File: src/rtl/disp_cmd_pkg.sv
package disp_cmd_pkg;

    localparam logic [7:0] OP_COL_WIN = 8'h15;
    localparam logic [7:0] OP_ROW_WIN = 8'h75;
    localparam logic [7:0] OP_REMAP   = 8'hA0;
    localparam logic [7:0] OP_GREY    = 8'hB8;
    localparam logic [7:0] OP_DISCARD = 8'hFF;

    // Largest operand count any opcode needs
    localparam int LONGEST_CMD = 8;

    typedef struct packed {
        logic       known;
        logic       discard;
        logic [3:0] nargs;
    } op_info_t;

    function automatic op_info_t lookup_op(input logic [7:0] op);
        op_info_t r;
        r = '{known: 1'b1, discard: 1'b0, nargs: 4'd0};
        case (op)
            OP_COL_WIN, OP_ROW_WIN:                 r.nargs = 4'd2;
            8'h81, OP_REMAP, 8'hA1, 8'hA2, 8'hA8, 8'hAD,
            8'hB1, 8'hB2, 8'hB3, 8'hBC, 8'hBE, 8'hBF: r.nargs = 4'd1;
            OP_GREY:                                r.nargs = 4'd8;
            8'h84, 8'h85, 8'h86, 8'hA4, 8'hA5, 8'hA6,
            8'hA7, 8'hAE, 8'hAF, 8'hE3:             r.nargs = 4'd0;
            OP_DISCARD:                             r.discard = 1'b1;
            default:                                r.known = 1'b0;
        endcase
        return r;
    endfunction

endpackage

File: src/rtl/disp_cmd_decode.sv
module disp_cmd_decode
    import disp_cmd_pkg::*;
(
    input  logic [7:0] op,
    output op_info_t   info
);
    always_comb begin
        info = lookup_op(op);
    end
endmodule

File: src/rtl/disp_cmd_collect.sv
module disp_cmd_collect
    import disp_cmd_pkg::*;
#(
    parameter int MAX_ARGS = 8
) (
    input  logic       clk,
    input  logic       rst_n,
    input  logic       byte_vld,
    input  logic [7:0] byte_in,
    input  logic       dc_is_data,
    output logic       cmd_done,
    output logic [7:0] done_op,
    output logic [7:0] done_arg0,
    output logic [7:0] done_arg1,
    output logic       err_q
);
    localparam int CNT_W = $clog2(MAX_ARGS + 1);

    typedef struct packed {
        logic [CNT_W-1:0]              cnt;
        logic [7:0]                    op;
        logic [MAX_ARGS-1:0][7:0]      args;
        logic                          err;
    } col_state_t;

    col_state_t st_d, st_q;
    op_info_t   info;
    logic [7:0] dec_op;
    logic       cmd_byte;

    initial begin
        if (MAX_ARGS < LONGEST_CMD) $error("MAX_ARGS below longest command");
    end

    assign cmd_byte = byte_vld && !dc_is_data;
    assign dec_op   = (st_q.cnt == '0) ? byte_in : st_q.op;

    disp_cmd_decode u_dec (
        .op   (dec_op),
        .info (info)
    );

    always_comb begin
        st_d     = st_q;
        st_d.err = 1'b0;
        cmd_done = 1'b0;
        if (cmd_byte) begin
            if (st_q.cnt == '0) begin
                if (info.discard) begin
                    st_d.cnt = '0;
                end else if (!info.known) begin
                    st_d.err = 1'b1;
                    st_d.cnt = '0;
                end else if (info.nargs == 4'd0) begin
                    cmd_done = 1'b1;
                end else begin
                    st_d.op  = byte_in;
                    st_d.cnt = CNT_W'(1);
                end
            end else begin
                if (st_q.cnt <= CNT_W'(MAX_ARGS))
                    st_d.args[st_q.cnt - CNT_W'(1)] = byte_in;
                if (st_q.cnt == CNT_W'(info.nargs)) begin
                    cmd_done = 1'b1;
                    st_d.cnt = '0;
                end else begin
                    st_d.cnt = st_q.cnt + CNT_W'(1);
                end
            end
        end
        done_op   = dec_op;
        done_arg0 = st_d.args[0];
        done_arg1 = st_d.args[1];
    end

    always_ff @(posedge clk) begin
        if (!rst_n) begin
            st_q <= '0;
        end else begin
            st_q <= st_d;
        end
    end

    assign err_q = st_q.err;

    logic [CNT_W-1:0] cnt_q;
    assign cnt_q = st_q.cnt;

    // operand counter never exceeds buffer depth
    a_r6_cnt_bound: assert property (@(posedge clk) disable iff (!rst_n)
        cnt_q <= CNT_W'(MAX_ARGS));

    // data bytes leave the partial command untouched
    a_r9_data_keeps_cnt: assert property (@(posedge clk) disable iff (!rst_n)
        (byte_vld && dc_is_data) |=> $stable(cnt_q));

    // error pulse only follows an accepted command byte
    a_r8_err_source: assert property (@(posedge clk) disable iff (!rst_n)
        err_q |-> $past(byte_vld && !dc_is_data));

    // an error leaves the collector at opcode position
    a_r8_err_resets: assert property (@(posedge clk) disable iff (!rst_n)
        err_q |-> (cnt_q == '0));
endmodule

File: src/rtl/disp_cmd_regs.sv
module disp_cmd_regs
    import disp_cmd_pkg::*;
#(
    parameter int NUM_COLS = 64,
    parameter int NUM_ROWS = 80
) (
    input  logic                        clk,
    input  logic                        rst_n,
    input  logic                        cmd_done,
    input  logic [7:0]                  done_op,
    input  logic [7:0]                  done_arg0,
    input  logic [7:0]                  done_arg1,
    output logic [$clog2(NUM_COLS)-1:0] col_start,
    output logic [$clog2(NUM_COLS)-1:0] col_end,
    output logic [$clog2(NUM_COLS)-1:0] col_ptr,
    output logic [$clog2(NUM_ROWS)-1:0] row_start,
    output logic [$clog2(NUM_ROWS)-1:0] row_end,
    output logic [$clog2(NUM_ROWS)-1:0] row_ptr,
    output logic [7:0]                  remap,
    output logic                        reg_upd
);
    localparam int COL_AW = $clog2(NUM_COLS);
    localparam int ROW_AW = $clog2(NUM_ROWS);

    typedef struct packed {
        logic [COL_AW-1:0] col_start;
        logic [COL_AW-1:0] col_end;
        logic [COL_AW-1:0] col_ptr;
        logic [ROW_AW-1:0] row_start;
        logic [ROW_AW-1:0] row_end;
        logic [ROW_AW-1:0] row_ptr;
        logic [7:0]        remap;
        logic              upd;
    } reg_state_t;

    reg_state_t rg_d, rg_q;

    always_comb begin
        rg_d     = rg_q;
        rg_d.upd = 1'b0;
        if (cmd_done) begin
            case (done_op)
                OP_COL_WIN: begin
                    rg_d.col_start = COL_AW'(32'(done_arg0) % NUM_COLS);
                    rg_d.col_ptr   = COL_AW'(32'(done_arg0) % NUM_COLS);
                    rg_d.col_end   = COL_AW'(32'(done_arg1) % NUM_COLS);
                    rg_d.upd       = 1'b1;
                end
                OP_ROW_WIN: begin
                    rg_d.row_start = ROW_AW'(32'(done_arg0) % NUM_ROWS);
                    rg_d.row_ptr   = ROW_AW'(32'(done_arg0) % NUM_ROWS);
                    rg_d.row_end   = ROW_AW'(32'(done_arg1) % NUM_ROWS);
                    rg_d.upd       = 1'b1;
                end
                OP_REMAP: begin
                    rg_d.remap = done_arg0;
                    rg_d.upd   = 1'b1;
                end
                default: ;
            endcase
        end
    end

    always_ff @(posedge clk) begin
        if (!rst_n) begin
            rg_q           <= '0;
            rg_q.col_end   <= COL_AW'(NUM_COLS - 1);
            rg_q.row_end   <= ROW_AW'(NUM_ROWS - 1);
        end else begin
            rg_q <= rg_d;
        end
    end

    assign col_start = rg_q.col_start;
    assign col_end   = rg_q.col_end;
    assign col_ptr   = rg_q.col_ptr;
    assign row_start = rg_q.row_start;
    assign row_end   = rg_q.row_end;
    assign row_ptr   = rg_q.row_ptr;
    assign remap     = rg_q.remap;
    assign reg_upd   = rg_q.upd;

    // column fields stay inside the column space
    a_r3_col_range: assert property (@(posedge clk) disable iff (!rst_n)
        (32'(col_start) < NUM_COLS) && (32'(col_end) < NUM_COLS) && (32'(col_ptr) < NUM_COLS));

    // row fields stay inside the row space
    a_r4_row_range: assert property (@(posedge clk) disable iff (!rst_n)
        (32'(row_start) < NUM_ROWS) && (32'(row_end) < NUM_ROWS) && (32'(row_ptr) < NUM_ROWS));

    // update strobe only after a completed command
    a_r10_upd_after_done: assert property (@(posedge clk) disable iff (!rst_n)
        reg_upd |-> $past(cmd_done));

    // registers hold while no command completes
    a_r2_hold: assert property (@(posedge clk) disable iff (!rst_n)
        !cmd_done |=> ($stable(col_start) && $stable(col_end) && $stable(row_start)
                       && $stable(row_end) && $stable(remap)));
endmodule

File: src/rtl/disp_cmd_if.sv
module disp_cmd_if
    import disp_cmd_pkg::*;
#(
    parameter int NUM_COLS = 64,
    parameter int NUM_ROWS = 80,
    parameter int MAX_ARGS = 8
) (
    input  logic                        clk,
    input  logic                        rst_n,
    input  logic                        byte_vld,
    input  logic [7:0]                  byte_in,
    input  logic                        dc_is_data,
    output logic                        pix_vld,
    output logic [7:0]                  pix_byte,
    output logic [$clog2(NUM_COLS)-1:0] col_start,
    output logic [$clog2(NUM_COLS)-1:0] col_end,
    output logic [$clog2(NUM_COLS)-1:0] col_ptr,
    output logic [$clog2(NUM_ROWS)-1:0] row_start,
    output logic [$clog2(NUM_ROWS)-1:0] row_end,
    output logic [$clog2(NUM_ROWS)-1:0] row_ptr,
    output logic [7:0]                  remap,
    output logic                        vert_inc,
    output logic                        reg_upd,
    output logic                        cmd_err
);
    logic       cmd_done;
    logic [7:0] done_op;
    logic [7:0] done_arg0;
    logic [7:0] done_arg1;

    assign pix_vld  = byte_vld && dc_is_data;
    assign pix_byte = byte_in;

    disp_cmd_collect #(.MAX_ARGS(MAX_ARGS)) u_collect (
        .clk        (clk),
        .rst_n      (rst_n),
        .byte_vld   (byte_vld),
        .byte_in    (byte_in),
        .dc_is_data (dc_is_data),
        .cmd_done   (cmd_done),
        .done_op    (done_op),
        .done_arg0  (done_arg0),
        .done_arg1  (done_arg1),
        .err_q      (cmd_err)
    );

    disp_cmd_regs #(.NUM_COLS(NUM_COLS), .NUM_ROWS(NUM_ROWS)) u_regs (
        .clk       (clk),
        .rst_n     (rst_n),
        .cmd_done  (cmd_done),
        .done_op   (done_op),
        .done_arg0 (done_arg0),
        .done_arg1 (done_arg1),
        .col_start (col_start),
        .col_end   (col_end),
        .col_ptr   (col_ptr),
        .row_start (row_start),
        .row_end   (row_end),
        .row_ptr   (row_ptr),
        .remap     (remap),
        .reg_upd   (reg_upd)
    );

    assign vert_inc = remap[2];

    // increment direction follows the stored remap bit
    a_r5_vert: assert property (@(posedge clk) disable iff (!rst_n)
        $rose(vert_inc) |-> $past(cmd_done && done_op == OP_REMAP));

    // error and update never strobe together
    a_r8_excl: assert property (@(posedge clk) disable iff (!rst_n)
        !(cmd_err && reg_upd));
endmodule

File: config.mk
export PLATFORM = sky130hd
export DESIGN_NAME = disp_cmd_if
export DESIGN_NICKNAME = d
export VERILOG_FILES = /design/src/rtl/disp_cmd_pkg.sv /design/src/rtl/disp_cmd_decode.sv /design/src/rtl/disp_cmd_collect.sv /design/src/rtl/disp_cmd_regs.sv /design/src/rtl/disp_cmd_if.sv
export SDC_FILE = /design/constraint.sdc
export NUM_CORES = 1
export LEC_CHECK = 0
export ABC_AREA = 0
export BUFFER_PORTS_ARGS = -buffer_cell sky130_fd_sc_hd__buf_2
export CAP_MARGIN = 20
export CORE_UTILIZATION = 35
export CTS_CLUSTER_SIZE = 10
export DETAILED_ROUTE_END_ITERATION = 10
export GPL_ROUTABILITY_DRIVEN = 0
export SYNTH_ARGS = -nofsm -noshare
export SYNTH_HDL_FRONTEND = slang
export SYNTH_HIERARCHICAL = 1
export SYNTH_SLANG_ARGS = --single-unit
File: constraint.sdc
create_clock -name clk -period 7.6 [get_ports clk]
set_input_delay 1.14 -clock clk [delete_from_list [all_inputs] [get_ports clk]]
set_output_delay 1.14 -clock clk [all_outputs]
set_load 0.005 [all_outputs]
==> Word level (Yosys, flattened, before mapping) <==
Cells that the tools add are included.
W data, S select, Z words.
{ "classes": {"n_addsub": 2, "div_mod_pow": 2, "magnitude_cmp": 3, "eq_ne": 28, "muxes": 25, "bitwise": 5, "n_reduce_logical": 18} }
{ "op_table": {"columns": ["operator", "count"], "rows": [
  ["$eq A8 B8 Y1 const B", 24],
  ["$bwmux W64", 1],
  ["$mod A8 B7 Y32 const B", 2],
  ["$mux W16", 2],
  ["$reduce_or A26 Y1", 1],
  ["$demux W8 S3", 1],
  ["$mux W17", 1],
  ["$mux W4", 4],
  ["$mux W8", 2],
  ["$mux W1", 12],
  ["$mux W12", 1],
  ["$pmux W4 S3", 1],
  ["$reduce_or A12 Y1", 1],
  ["$reduce_and A2 Y1", 5],
  ["$eq A8 B5 Y1 const B", 1],
  ["$eq A8 B7 Y1 const B", 1],
  ["$logic_not A4 Y1", 2],
  ["$not A1 Y1", 5],
  ["$reduce_and A5 Y1", 1],
  ["$add A4 B1 Y4 const B", 1],
  ["$eq A4 B4 Y1", 1],
  ["$ge A4 B1 Y1 const B", 1],
  ["$le A4 B4 Y1 const B", 1],
  ["$lt A4 B4 Y1 const B", 1],
  ["other kinds (8)", 10]
]} }
{ "word_totals": {"ff_bits": 112, "output_inout_bits": 59} }

==> Longest topological paths before layout <==
Gate-level depths: netlist of run 1.
{ "logic_depth": {"depth_word": 12, "mapped_depth": 21, "ltp_nobuf": 17} }

==> By module <==
Netlist of run 1, hierarchy kept.
{ "modules_own_cells": {"columns": ["mod", "instances", "cells_each", "area_each_um2", "seq_area_each_um2"], "rows": [
  ["disp_cmd_regs", 1, 199, 1799.2, 700.7],
  ["disp_cmd_collect", 1, 157, 1486.4, 580.6],
  ["disp_cmd_decode", 1, 39, 262.8, 0.0],
  ["disp_cmd_if", 1, 10, 73.8, 0.0]
]} }

==> Least setup slack after synthesis of run 1 <==
No wires, ideal clock.
{ "synth_timing": {"kind": "flip-flop to flip-flop", "from": "register u_collect.st_q (netlist bit u_collect/cnt_q[0])", "to": "register, netlist name u_regs/row_end[0]", "setup_time_ps": 129, "arrival_ps": 4578, "required_time_ps": 7471, "path_slack_ps": 2893, "stages_incl_launch_ff": 21, "synth_period_minus_slack_ps": 4707, "path_cell_list": "dfxtp_1 buf_2 inv_1 ha_1 or3b_1 clkbuf_1 nand2_1 nand2_1 buf_2 or4b_1 nor4b_2 a211o_1 xor2_1 nor4_1 a22oi_1 nor2_1 nand2_1 nor4_4 buf_6 mux2i_1 nand2_1"} }
{ "synth_rtl": {"columns": ["element", "line_no", "source"], "rows": [
  ["start, declared", "disp_cmd_collect.sv:26", "col_state_t st_d, st_q;"],
  ["start signal, assigned", "disp_cmd_collect.sv:80", "st_q <= st_d;"]
]} }

==> reports/metrics.csv, run 1 <==
stage,metric,value,unit
setup_path,CP cell instances,"inv_1, ha_1, or3b_1, nand2_1, nand2_1, or4b_1, nor4b_2, a211o_1, xor2_1, nor4_1, a22oi_1, nor2_1, nand2b_1, nor4_4, buf_6, mux2i_1, nand2_1",
clock_network,# resized after CTS,0,
clock_network,clk sinks,64,
floorplanning,Starting Density,36.6,%
routing,DRC viols,0,
synth,Post-Syn Area per Cell,8.94,sq um
setup_path,Crit. End Element,register,
synth,synth cell count leaders,"dfxtp_1, nand2_1, mux2i_1",
synth,most frequent cell after synthesis,dfxtp_1,
synth,Post-Synthesis Cells,405,
floorplanning,Die Footprint,0.0108,sq mm
floorplanning,Core Region,0.00991,sq mm
setup_path,RR Startpoint,u_collect/cnt_q[0]$_SDFFE_PN0P_,
clock_network,CTS H-tree lvls,3,
synth,async set or reset register ratio after synthesis,0,%
timing,period utilisation layout,71.0,%
synth,Unique masters post-synth,62,
setup_path,Worst Setup SP,u_collect/cnt_q[0]$_SDFFE_PN0P_,
synth,Synth Net Count,421,
timing,Final Hold Viols,0,
flow_run,Max Cap Viol,0,
cells_and_area,area grow syn2layout,10.8,%
timing,hold_ws,472,ps
timing,Final Slew Violations,0,
synth,yosys synthesis warning count,6,
floorplanning,cell row count,36,
routing,ANT nets after route,0,
global_route,initial antenna violation count,0,
routing,Post-Route WL,7.97,mm
setup_path,Worst R2R End,u_regs/col_end[4]$_SDFFE_PN1P_,
power,Power Density,159,mW/mm^2
power,Worst VDD drop,0.0873,mV
floorplanning,Die Ht,104,um
cells_and_area,final net count,457,
clock_network,Worst-Skew Late Latency,340,ps
setup_path,R2R depth,17,
cells_and_area,Filler cells,1028,
setup_path,critical path startpoint category,register,
setup_path,Critical Path RT,7790,ps
synth,top-area cell type share of the netlist area,35.4,%
synth,number of synthesized flops with an enable pin,0,
setup_path,Max stage delay on crit path,790,ps
timing,setup TNS,0,ps
clock_network,Longest Clk Path Bufs,2,
timing,clock skew,16.4,ps
synth,"flops & latches, synth",64,
synth,Main synth FF type,dfxtp_1,
global_route,met2 usage,24.4,%
global_route,largest net degree at the start of global routing,77,
setup_path,Setup crit end,u_regs/col_end[4]$_SDFFE_PN1P_,
global_route,met1 Usage GRT,19.8,%
clock_network,"CTS clk-pin slew, worst paths",80,ps
routing,1st-iter DRT viols,152,
setup_path,"Slowest-stage cell, CP",nor4_1,
global_route,global-route wire length before repair,13.2,mm
timing,fmax,185,MHz
synth,post-synth top area cell,dfxtp_1,
timing,worst slew pin tran,906,ps
clock_network,CTS tree,yes,
setup_path,Reg2Reg Setup Slack,2200,ps
clock_network,Setup Buffers After CTS,0,
timing,post-layout min period,5400,ps
setup_path,CP dominant cell by count,nand2_1,
timing,Worst slew margin,39.0,%
global_route,vias in the first global route,2667,
synth,synth top area cells,"dfxtp_1, mux2i_1, nand2_1",
routing,routed length per instance,13.8,um
routing,DRT Pass-1 Iters,4,
setup_path,worst-path fanout max,13,
synth,register area share after synthesis,35.4,%
hold_path,Hold WC Path Type,register to register,
status,status,"finished, final reports clean",
cells_and_area,# diodes,0,
floorplanning,Boundary Pins,71,
routing,DR vias/cell,4.96,
floorplanning,Die W,104,um
setup_path,Critical Path AT,5590,ps
timing,# setup viols final,0,
clock_network,cts hold-fix bufs,0,
global_route,GRT Total Usage,15.0,%
global_route,GRT overflow,0,
timing,RSZ-0062 raised after global routing,no,
clock_network,CTS Buf Count,9,
global_route,GRT met3 Usage,2.89,%
cells_and_area,share of layout cells above drive strength 1,25.5,%
routing,Vias,2862,
power,leakage,1.66,nW
placed_design,post-DP HPWL,5.53,mm
clock_network,Root Buffer,clkbuf_8,
placed_design,Port-buffer cells,70,
setup_path,CP Class,register to register,
global_route,Top Usage Layer GRT,met2,
synth,"Cell Area, Synth",0.00362,sq mm
## cell usage in the layout, fill, tap and decap left out, types with 9 or more instances in the layout
cell and count:
buf_2 70, dfxtp_1 64, nand2_1 51, mux2i_1 30, nor2b_1 25, o21ai_0 20, and2_1 17, nor2_1 15
nand3_1 12, clkbuf_8 11, inv_1 9
## routing by layer
metal	vias up	wire length, um
li1	1453	-
met1	1341	3790
met2	60	3790
met3	8	300
met4	0	90
met5	-	0
## per-stage QoR
stage	power [mW]	cell area, sq um	worst slack (ps)	utilization, %	instances
floorplan	0.377	3620	2890	-	405
global placement	0.386	3830	2360	38.7	562
detailed placement	0.386	3830	2110	38.7	562
CTS	0.647	4000	2090	40.4	576
global route	0.667	4020	1730	40.5	577
finish	0.640	4020	2200	40.5	577
## cell families after synthesis
family	share of synthesized area (%)
other	0.104
and+or+nand+nor	27.3
xor gates and xnor gates	1.69
muxes	13.3
AOI/OAI and AO/OA	10.6
DFF	35.4
adders and majority gates	1.66
buffers and inverters	9.98
## critical path, delay by kind of cell (launching register included)
family	cells	cell delay, ps
buffers and inverters	2	350
AOI/OAI and AO/OA	2	350
xor gates and xnor gates	1	100
adders and majority gates	1	230
DFF	1	410
and+or+nand+nor	10	3570
muxes	1	220
## layout make-up
cell class | count | area [sq um] | share of cell area [%]
clock inverters | 3 | 18.8 | 0.467
repair buffers | 74 | 384 | 9.57
clock buffers | 11 | 151 | 3.77
well taps | 133 | 166 | 4.14
flip-flops and latches | 64 | 1280 | 31.9
inverters | 9 | 33.8 | 0.841
multi-input cells | 283 | 1980 | 49.3
## flip-flops by register name, indices dropped and copies added (netlist names)
register,count
u_collect/st_q,24
u_regs/remap,8
u_regs/row_end,7
u_regs/row_ptr,7
u_regs/col_end,6
u_regs/col_ptr,6
u_collect/cnt_q,4
u_collect/err_q,1
u_regs/reg_upd,1
## power breakdown
group / internal (mW) / switching (mW) / total (mW)
Combinational: 0.0141 / 0.0284 / 0.0425
Sequential: 0.336 / 0.000396 / 0.336
Clock: 0.132 / 0.129 / 0.261
Total: 0.482 / 0.158 / 0.640
## worst min path at each step
stage / startpoint / endpoint / slack, ps / cells past startpoint
floorplan: u_regs/row_end[5]$_SDFFE_PN0P_ / u_regs/row_end[5]$_SDFFE_PN0P_ / 460 / 2
global placement: u_regs/row_end[0]$_SDFFE_PN1P_ / u_regs/row_end[0]$_SDFFE_PN1P_ / 450 / 2
detailed placement: u_regs/row_end[5]$_SDFFE_PN0P_ / u_regs/row_end[5]$_SDFFE_PN0P_ / 460 / 2
CTS: u_regs/row_end[5]$_SDFFE_PN0P_ / u_regs/row_end[5]$_SDFFE_PN0P_ / 480 / 2
global route: u_regs/col_end[0]$_SDFFE_PN1P_ / u_regs/col_end[0]$_SDFFE_PN1P_ / 500 / 2
finish: u_regs/row_end[0]$_SDFFE_PN1P_ / u_regs/row_end[0]$_SDFFE_PN1P_ / 470 / 2
Power figures use the tool's default switching activity.
==> run 2: changes to the inputs <==
Settings changed: ABC_AREA 0 to 1.
Clock period 7.6 ns to 5.14 ns, I/O delays scaled along.
==> run 2 against run 1 <==
Against the previous run:
- clock skew decreased by 4.7 ps
- sequential power rose by 49%
- flip-flop and latch count unchanged
- combinational power rose by 140%
- final area up 7.4%
- setup slack lost 1400 ps
==> reports/metrics.csv, run 2 <==
stage,metric,value,unit,change
cells_and_area,share of layout cells above drive strength 1,19.8,%,-5.7 points
floorplanning,Core Region,0.0103,sq mm,+4.2%
cells_and_area,area grow syn2layout,15.5,%,
synth,Unique masters post-synth,32,,-48%
synth,Post-Synthesis Cells,577,,+42%
routing,DRT Pass-1 Iters,5,,+1
setup_path,Critical Path RT,5380,ps,-2410 ps
setup_path,CP cell instances,"inv_1, ha_1, inv_2, nor2_1, nand2_1, o21ai_0, inv_1, nand4_1, inv_1, nand2_1, nand2_1, nor2_1, inv_1, nor2_1, nand2_1, inv_1, nand3_1, a21oi_1, nand3_2, clkinv_1, nand3_1, nand2_1, inv_1",,
synth,"Cell Area, Synth",0.00373,sq mm,+3.1%
timing,hold_ws,465,ps,-6.97 ps
routing,DR vias/cell,4.64,,-6.5%
synth,number of synthesized flops with an enable pin,0,,unchanged
floorplanning,Die W,105,um,+1.5%
cells_and_area,most frequent cells in the layout,"nand2_1, inv_1, nor2_1, buf_2, dfxtp_1",,
synth,Post-Syn Area per Cell,6.47,sq um,-28%
routing,DRC viols,0,,unchanged
timing,Final Slew Violations,0,,unchanged
clock_network,CTS Buf Count,9,,unchanged
cells_and_area,register with the most flip-flops,u_collect/st_q,,
setup_path,"Slowest-stage cell, CP",o21ai_0,,
timing,RSZ-0062 raised after global routing,no,,
setup_path,Top delay family on crit path,simple AND/OR/NAND/NOR gates,,
clock_network,# resized after CTS,0,,unchanged
hold_path,Hold WC Path Type,register to register,,
status,status,"finished, final reports clean",,
cells_and_area,Final Util,41.8,%,+1.3 points
synth,post-synth top area cell,dfxtp_1,,
synth,synth cell count leaders,"nand2_1, inv_1, nor2_1",,
global_route,global-route wire length before repair,15.4,mm,+17%
flow_run,Max Cap Viol,0,,unchanged
floorplanning,Starting Density,36.2,%,-0.38 points
synth,yosys synthesis warning count,6,,unchanged
synth,synth top area cells,"dfxtp_1, nand2_1, inv_1",,
global_route,largest net degree at the start of global routing,34,,-56%
cells_and_area,Largest register FFs,24,,unchanged
power,leakage,2.34,nW,+40%
floorplanning,Boundary Pins,71,,unchanged
synth,register area share after synthesis,34.3,%,-1.1 points
setup_path,critical path startpoint category,register,,
power,Power Density,265,mW/mm^2,+66%
power,Worst VDD drop,0.164,mV,+88%
setup_path,Max stage delay on crit path,670,ps,-120 ps
placed_design,post-DP HPWL,6.84,mm,+24%
floorplanning,cell row count,37,,+2.8%
timing,period utilisation layout,85.3,%,+14 points
floorplanning,Die Footprint,0.0111,sq mm,+3.1%
power,power after layout,1.14,mW,+79%
synth,async set or reset register ratio after synthesis,0,%,unchanged
clock_network,"CTS clk-pin slew, worst paths",80,ps,about the same
placed_design,Port-buffer cells,70,,unchanged
cells_and_area,final net count,648,,+42%
cells_and_area,# diodes,0,,unchanged
clock_network,Setup Buffers After CTS,0,,unchanged
setup_path,Crit. End Element,register,,
timing,fmax,228,MHz,+23%
clock_network,Longest Clk Path Bufs,2,,unchanged
global_route,GRT Total Usage,17.1,%,+2.1 points
setup_path,CP Class,register to register,,
setup_path,Worst Path Buf+Inv,8,,+6
synth,top-area cell type share of the netlist area,34.3,%,-1.1 points
clock_network,CTS H-tree lvls,3,,unchanged
setup_path,CP dominant cell by count,inv_1,,
cells_and_area,"commonest non-fill, non-tap cell in the layout",nand2_1,,
setup_path,worst-path fanout max,9,,-4
timing,Worst slew margin,48.0,%,+8.9 points
clock_network,cts hold-fix bufs,0,,unchanged
routing,Post-Route WL,9.03,mm,+13%
routing,Vias,3585,,+25%
global_route,initial antenna violation count,0,,unchanged
setup_path,Critical Path AT,4630,ps,-960 ps
clock_network,Root Buffer,clkbuf_8,,
synth,most frequent cell after synthesis,nand2_1,,
global_route,GRT overflow,0,,unchanged
clock_network,CTS tree,yes,,
routing,routed length per instance,11.7,um,-15%
synth,"flops & latches, synth",64,,unchanged
synth,Main synth FF type,dfxtp_1,,
timing,setup TNS,0,ps,unchanged
clock_network,clk sinks,64,,unchanged
timing,# setup viols final,0,,unchanged
routing,ANT nets after route,0,,unchanged
timing,post-layout min period,4390,ps,-1010 ps
clock_network,Worst-Skew Late Latency,330,ps,about the same
timing,clock skew,11.7,ps,-4.74 ps
routing,1st-iter DRT viols,134,,-12%
global_route,vias in the first global route,3343,,+25%
synth,Synth Net Count,593,,+41%
floorplanning,Die Ht,105,um,+1.5%
timing,worst slew pin tran,773,ps,-134 ps
timing,Final Hold Viols,0,,unchanged
## run 2: changes by cell type after synthesis, moves of 8 or more
cell	change
nand2_1	+101
inv_1	+95
clkbuf_1	-10
a21oi_1	+17
o21ai_0	+12
mux2_1	-8
and2_1	-17
nor2_1	+60
o211ai_2	+10
nand3_1	+20
nand4_1	+12
nor2b_1	-25
mux2i_1	-30
mux2_2	-8
## run 2: logic make-up (layout without fill, tap and decap cells)
| logic type | after synthesis | after routing | synth area share (%) |
|---|---|---|---|
| adders and majority gates | 4 | 4 | 1.34 |
| and+or+nand+nor | 294 | 294 | 34.1 |
| DFF | 64 | 64 | 34.3 |
| other | 1 | 1 | 0.100 |
| buffers and inverters | 143 | 203 | 17.9 |
| AOI/OAI and AO/OA | 71 | 71 | 12.3 |
## run 2: worst reg2reg max path: stages, from the launching register on
cell,delay (ps)
dfxtp_1,330
inv_1,160
ha_1,260
inv_2,50
nor2_1,220
nand2_1,240
o21ai_0,670
inv_1,140
nand4_1,140
inv_1,50
nand2_1,60
nand2_1,40
nor2_1,150
inv_1,90
nor2_1,100
nand2_1,80
inv_1,60
nand3_1,160
a21oi_1,470
nand3_2,310
clkinv_1,270
nand3_1,130
nand2_1,70
inv_1,40
## run 2: routing by layer
metal	up-vias	wire length (um)	GRT usage, %	share of wire [%]
met1	1632	4280	21.7	47
li1	1865	-	-	-
met3	4	331	2.54	3.7
met5	-	0	0	0
met2	84	4360	29.6	48
met4	0	62	5.94	0.69
## run 2: layout make-up
class	count	area, sq um
Tap cell	136	170
Timing Repair Buffer	79	418
Clock buffer	10	138
Inverter	108	405
Sequential cell	64	1280
Clock inverter	6	115
Multi-Input combinational cell	370	1790
Fill cell	1098	6010
## run 2: worst paths after layout
path                                                 startpoint                             end  slack [ps]  depth (start not counted)
worst min-delay path             u_regs/col_end[5]$_SDFFE_PN1P_  u_regs/col_end[5]$_SDFFE_PN1P_         470                          2
worst max register to register  u_collect/cnt_q[0]$_SDFFE_PN0P_  u_regs/row_ptr[6]$_SDFFE_PN0P_         750                         23
worst max-delay path            u_collect/cnt_q[0]$_SDFFE_PN0P_  u_regs/row_ptr[6]$_SDFFE_PN0P_         750                         23
worst min register to register   u_regs/col_end[5]$_SDFFE_PN1P_  u_regs/col_end[5]$_SDFFE_PN1P_         470                          2
## run 2: report_power, final
| group | switching [mW] | leakage [nW] | internal (mW) | total, mW |
|---|---|---|---|---|
| registers | 0.00124 | 0.516 | 0.498 | 0.499 |
| logic | 0.0716 | 1.70 | 0.0320 | 0.104 |
| clock network | 0.203 | 0.123 | 0.338 | 0.541 |
| total | 0.276 | 2.34 | 0.868 | 1.14 |
## run 2: metrics by stage
step | worst slack [ps] | area (sq um) | instances
finish | 754 | 4310 | 773
global route | 199 | 4310 | 773
CTS | 843 | 4310 | 773
detailed placement | 865 | 4060 | 757
global placement | 1030 | 4060 | 757
floorplan | 1510 | 3730 | 577
==> run 3: changes to the inputs <==
Settings changed: CORE_UTILIZATION 35 to 56, PLACE_DENSITY from default to 0.81.
==> run 3 against run 2 <==
Against the previous run:
- setup slack got worse by 300 ps
- largest power group is now sequential cells
- largest cell class unchanged
- cell count is 8.5% lower
- maximum frequency fell by 6.4%
- first-iteration DRC count increased by 93%
- critical path type unchanged
- non-clock buffer count fell by 6
- hold slack better by 1.4 ps
- combinational power decreased by 4%
- final area decreased by 3.8%
- sequential share of layout area up 1.2 points
- die area shrank 37%
- via count grew 3.9%
==> reports/metrics.csv, run 3 (synthesis results as in run 2) <==
stage,metric,value,unit,change
status,status,"finished, final reports clean",,
hold_path,Hold WC Path Type,register to register,,
timing,setup TNS,0,ps,unchanged
placed_design,Placed Area,0.00394,sq mm,-2.9%
timing,# setup viols final,0,,unchanged
floorplanning,cell row count,29,,-22%
floorplanning,Die W,83.7,um,-21%
global_route,vias in the first global route,3412,,+2.1%
cells_and_area,Largest register FFs,24,,unchanged
global_route,GRT Total Usage,26.4,%,+9.2 points
routing,DRC viols,0,,unchanged
timing,Final Slew Violations,0,,unchanged
timing,Worst slew margin,47.3,%,-0.60 points
setup_path,Critical Path RT,5440,ps,+60 ps
clock_network,CTS Buf Count,9,,unchanged
floorplanning,Boundary Pins,71,,unchanged
global_route,GRT overflow,0,,unchanged
cells_and_area,register with the most flip-flops,u_collect/st_q,,
clock_network,CTS H-tree lvls,3,,unchanged
timing,fmax,213,MHz,-6.4%
cells_and_area,final net count,642,,-0.93%
timing,period utilisation layout,91.2,%,+5.9 points
power,leakage,2.29,nW,-2.2%
routing,ANT nets after route,0,,unchanged
setup_path,critical path startpoint category,register,,
placed_design,DP Worst Slack,553,ps,-312 ps
routing,Post-Route WL,8.90,mm,-1.5%
cells_and_area,most frequent cells in the layout,"nand2_1, inv_1, nor2_1, buf_2, dfxtp_1",,
routing,1st-iter DRT viols,259,,+93%
clock_network,Longest Clk Path Bufs,2,,unchanged
clock_network,CTS tree,yes,,
cells_and_area,Filler cells,605,,-45%
clock_network,clk sinks,64,,unchanged
power,Power Density,257,mW/mm^2,-3.0%
clock_network,Root Buffer,clkbuf_8,,
timing,clock skew,7.64,ps,-4.02 ps
flow_run,Max Cap Viol,0,,unchanged
cells_and_area,share of layout cells above drive strength 1,18.9,%,-0.89 points
global_route,largest net degree at the start of global routing,34,,unchanged
routing,DR vias/cell,5.27,,+14%
power,Worst VDD drop,0.238,mV,+45%
clock_network,Setup Buffers After CTS,0,,unchanged
setup_path,Crit. End Element,register,,
cells_and_area,"commonest non-fill, non-tap cell in the layout",nand2_1,,
global_route,initial antenna violation count,0,,unchanged
routing,routed length per instance,12.6,um,+7.7%
clock_network,# resized after CTS,0,,unchanged
timing,Final Hold Viols,0,,unchanged
setup_path,Critical Path AT,4980,ps,+350 ps
floorplanning,Starting Density,58.5,%,+22 points
cells_and_area,# diodes,0,,unchanged
clock_network,"CTS clk-pin slew, worst paths",70,ps,about the same
cells_and_area,area grow syn2layout,11.2,%,
setup_path,CP Class,register to register,,
routing,Vias,3724,,+3.9%
floorplanning,Die Ht,83.7,um,-21%
setup_path,worst-path fanout max,21,,+12
timing,post-layout min period,4690,ps,+301 ps
cells_and_area,Final Util,65.0,%,+23 points
power,power after layout,1.07,mW,-6.6%
floorplanning,Core Region,0.00639,sq mm,-38%
global_route,global-route wire length before repair,14.9,mm,-2.9%
cells_and_area,design area,0.00415,sq mm,-3.8%
timing,RSZ-0062 raised after global routing,no,,
floorplanning,Die Footprint,0.00700,sq mm,-37%
timing,worst slew pin tran,782,ps,+8.97 ps
clock_network,Worst-Skew Late Latency,350,ps,+20 ps
routing,DRT Pass-1 Iters,5,,unchanged
timing,fin worst setup slack,453,ps,-301 ps
placed_design,Port-buffer cells,70,,unchanged
placed_design,post-DP HPWL,6.47,mm,-5.3%
clock_network,cts hold-fix bufs,0,,unchanged
-- run 3: worst paths after layout --
check / from / to / slack, ps / cells after the start
hold / removal: u_regs/col_end[0]$_SDFFE_PN1P_ / u_regs/col_end[0]$_SDFFE_PN1P_ / 470 / 2
hold reg to reg: u_regs/col_end[0]$_SDFFE_PN1P_ / u_regs/col_end[0]$_SDFFE_PN1P_ / 470 / 2
setup reg to reg: u_collect/cnt_q[0]$_SDFFE_PN0P_ / u_regs/row_end[5]$_SDFFE_PN0P_ / 450 / 24
setup / recovery: u_collect/cnt_q[0]$_SDFFE_PN0P_ / u_regs/row_end[5]$_SDFFE_PN0P_ / 450 / 24
-- run 3: stage by stage --
step / std cells / hold WS (ps)
after CTS: 707 / 471
after floorplan: 577 / 455
after detailed placement: 692 / 444
after global placement: 692 / 447
after global routing: 707 / 496
final: 707 / 467
-- run 3: critical path, cell delays in order, from the launching register on --
cell and delay [ps]:
dfxtp_1 330, inv_1 170, ha_1 260, inv_2 50, nor2_1 210, nand2_1 450, o21ai_0 800, nor2_2 130
nand2_2 140, inv_1 40, nand2_1 70, nand2_1 60, nor2_1 120, inv_1 110, nor2_1 120, nand2_1 90
inv_1 60, nand3_1 170, a21oi_1 250, buf_4 210, nand3_2 230, buf_4 270, a21oi_1 140, nand2_1 80
inv_1 50
-- run 3: power by group --
group | total, mW | internal [mW] | switching [mW] | leakage (nW)
sequential | 0.499 | 0.498 | 0.00139 | 0.516
combinational | 0.100 | 0.0272 | 0.0729 | 1.67
clock | 0.469 | 0.268 | 0.201 | 0.101
total | 1.07 | 0.793 | 0.275 | 2.29
-- run 3: area by class of cell --
| class | instances | area, sq um | area share [%] |
|---|---|---|---|
| sequential | 64 | 1280 | 30.9 |
| clock inverter | 6 | 85.1 | 2.05 |
| tap | 77 | 96.3 | 2.32 |
| inverter | 108 | 405 | 9.76 |
| clock buffer | 9 | 124 | 2.98 |
| timing repair buffer | 73 | 373 | 8.98 |
| multi-input combinational | 370 | 1790 | 43.0 |
-- run 3: metal layers --
metal / track usage (%) / wire length [um] / share of wire [%] / vias up
met4: 11.7 / 169 / 1.9 / 0
met2: 47.4 / 4420 / 50 / 148
met5: 0 / 0 / 0 / -
met1: 30.7 / 3730 / 42 / 1707
met3: 4.15 / 577 / 6.5 / 17
li1: - / - / - / 1852
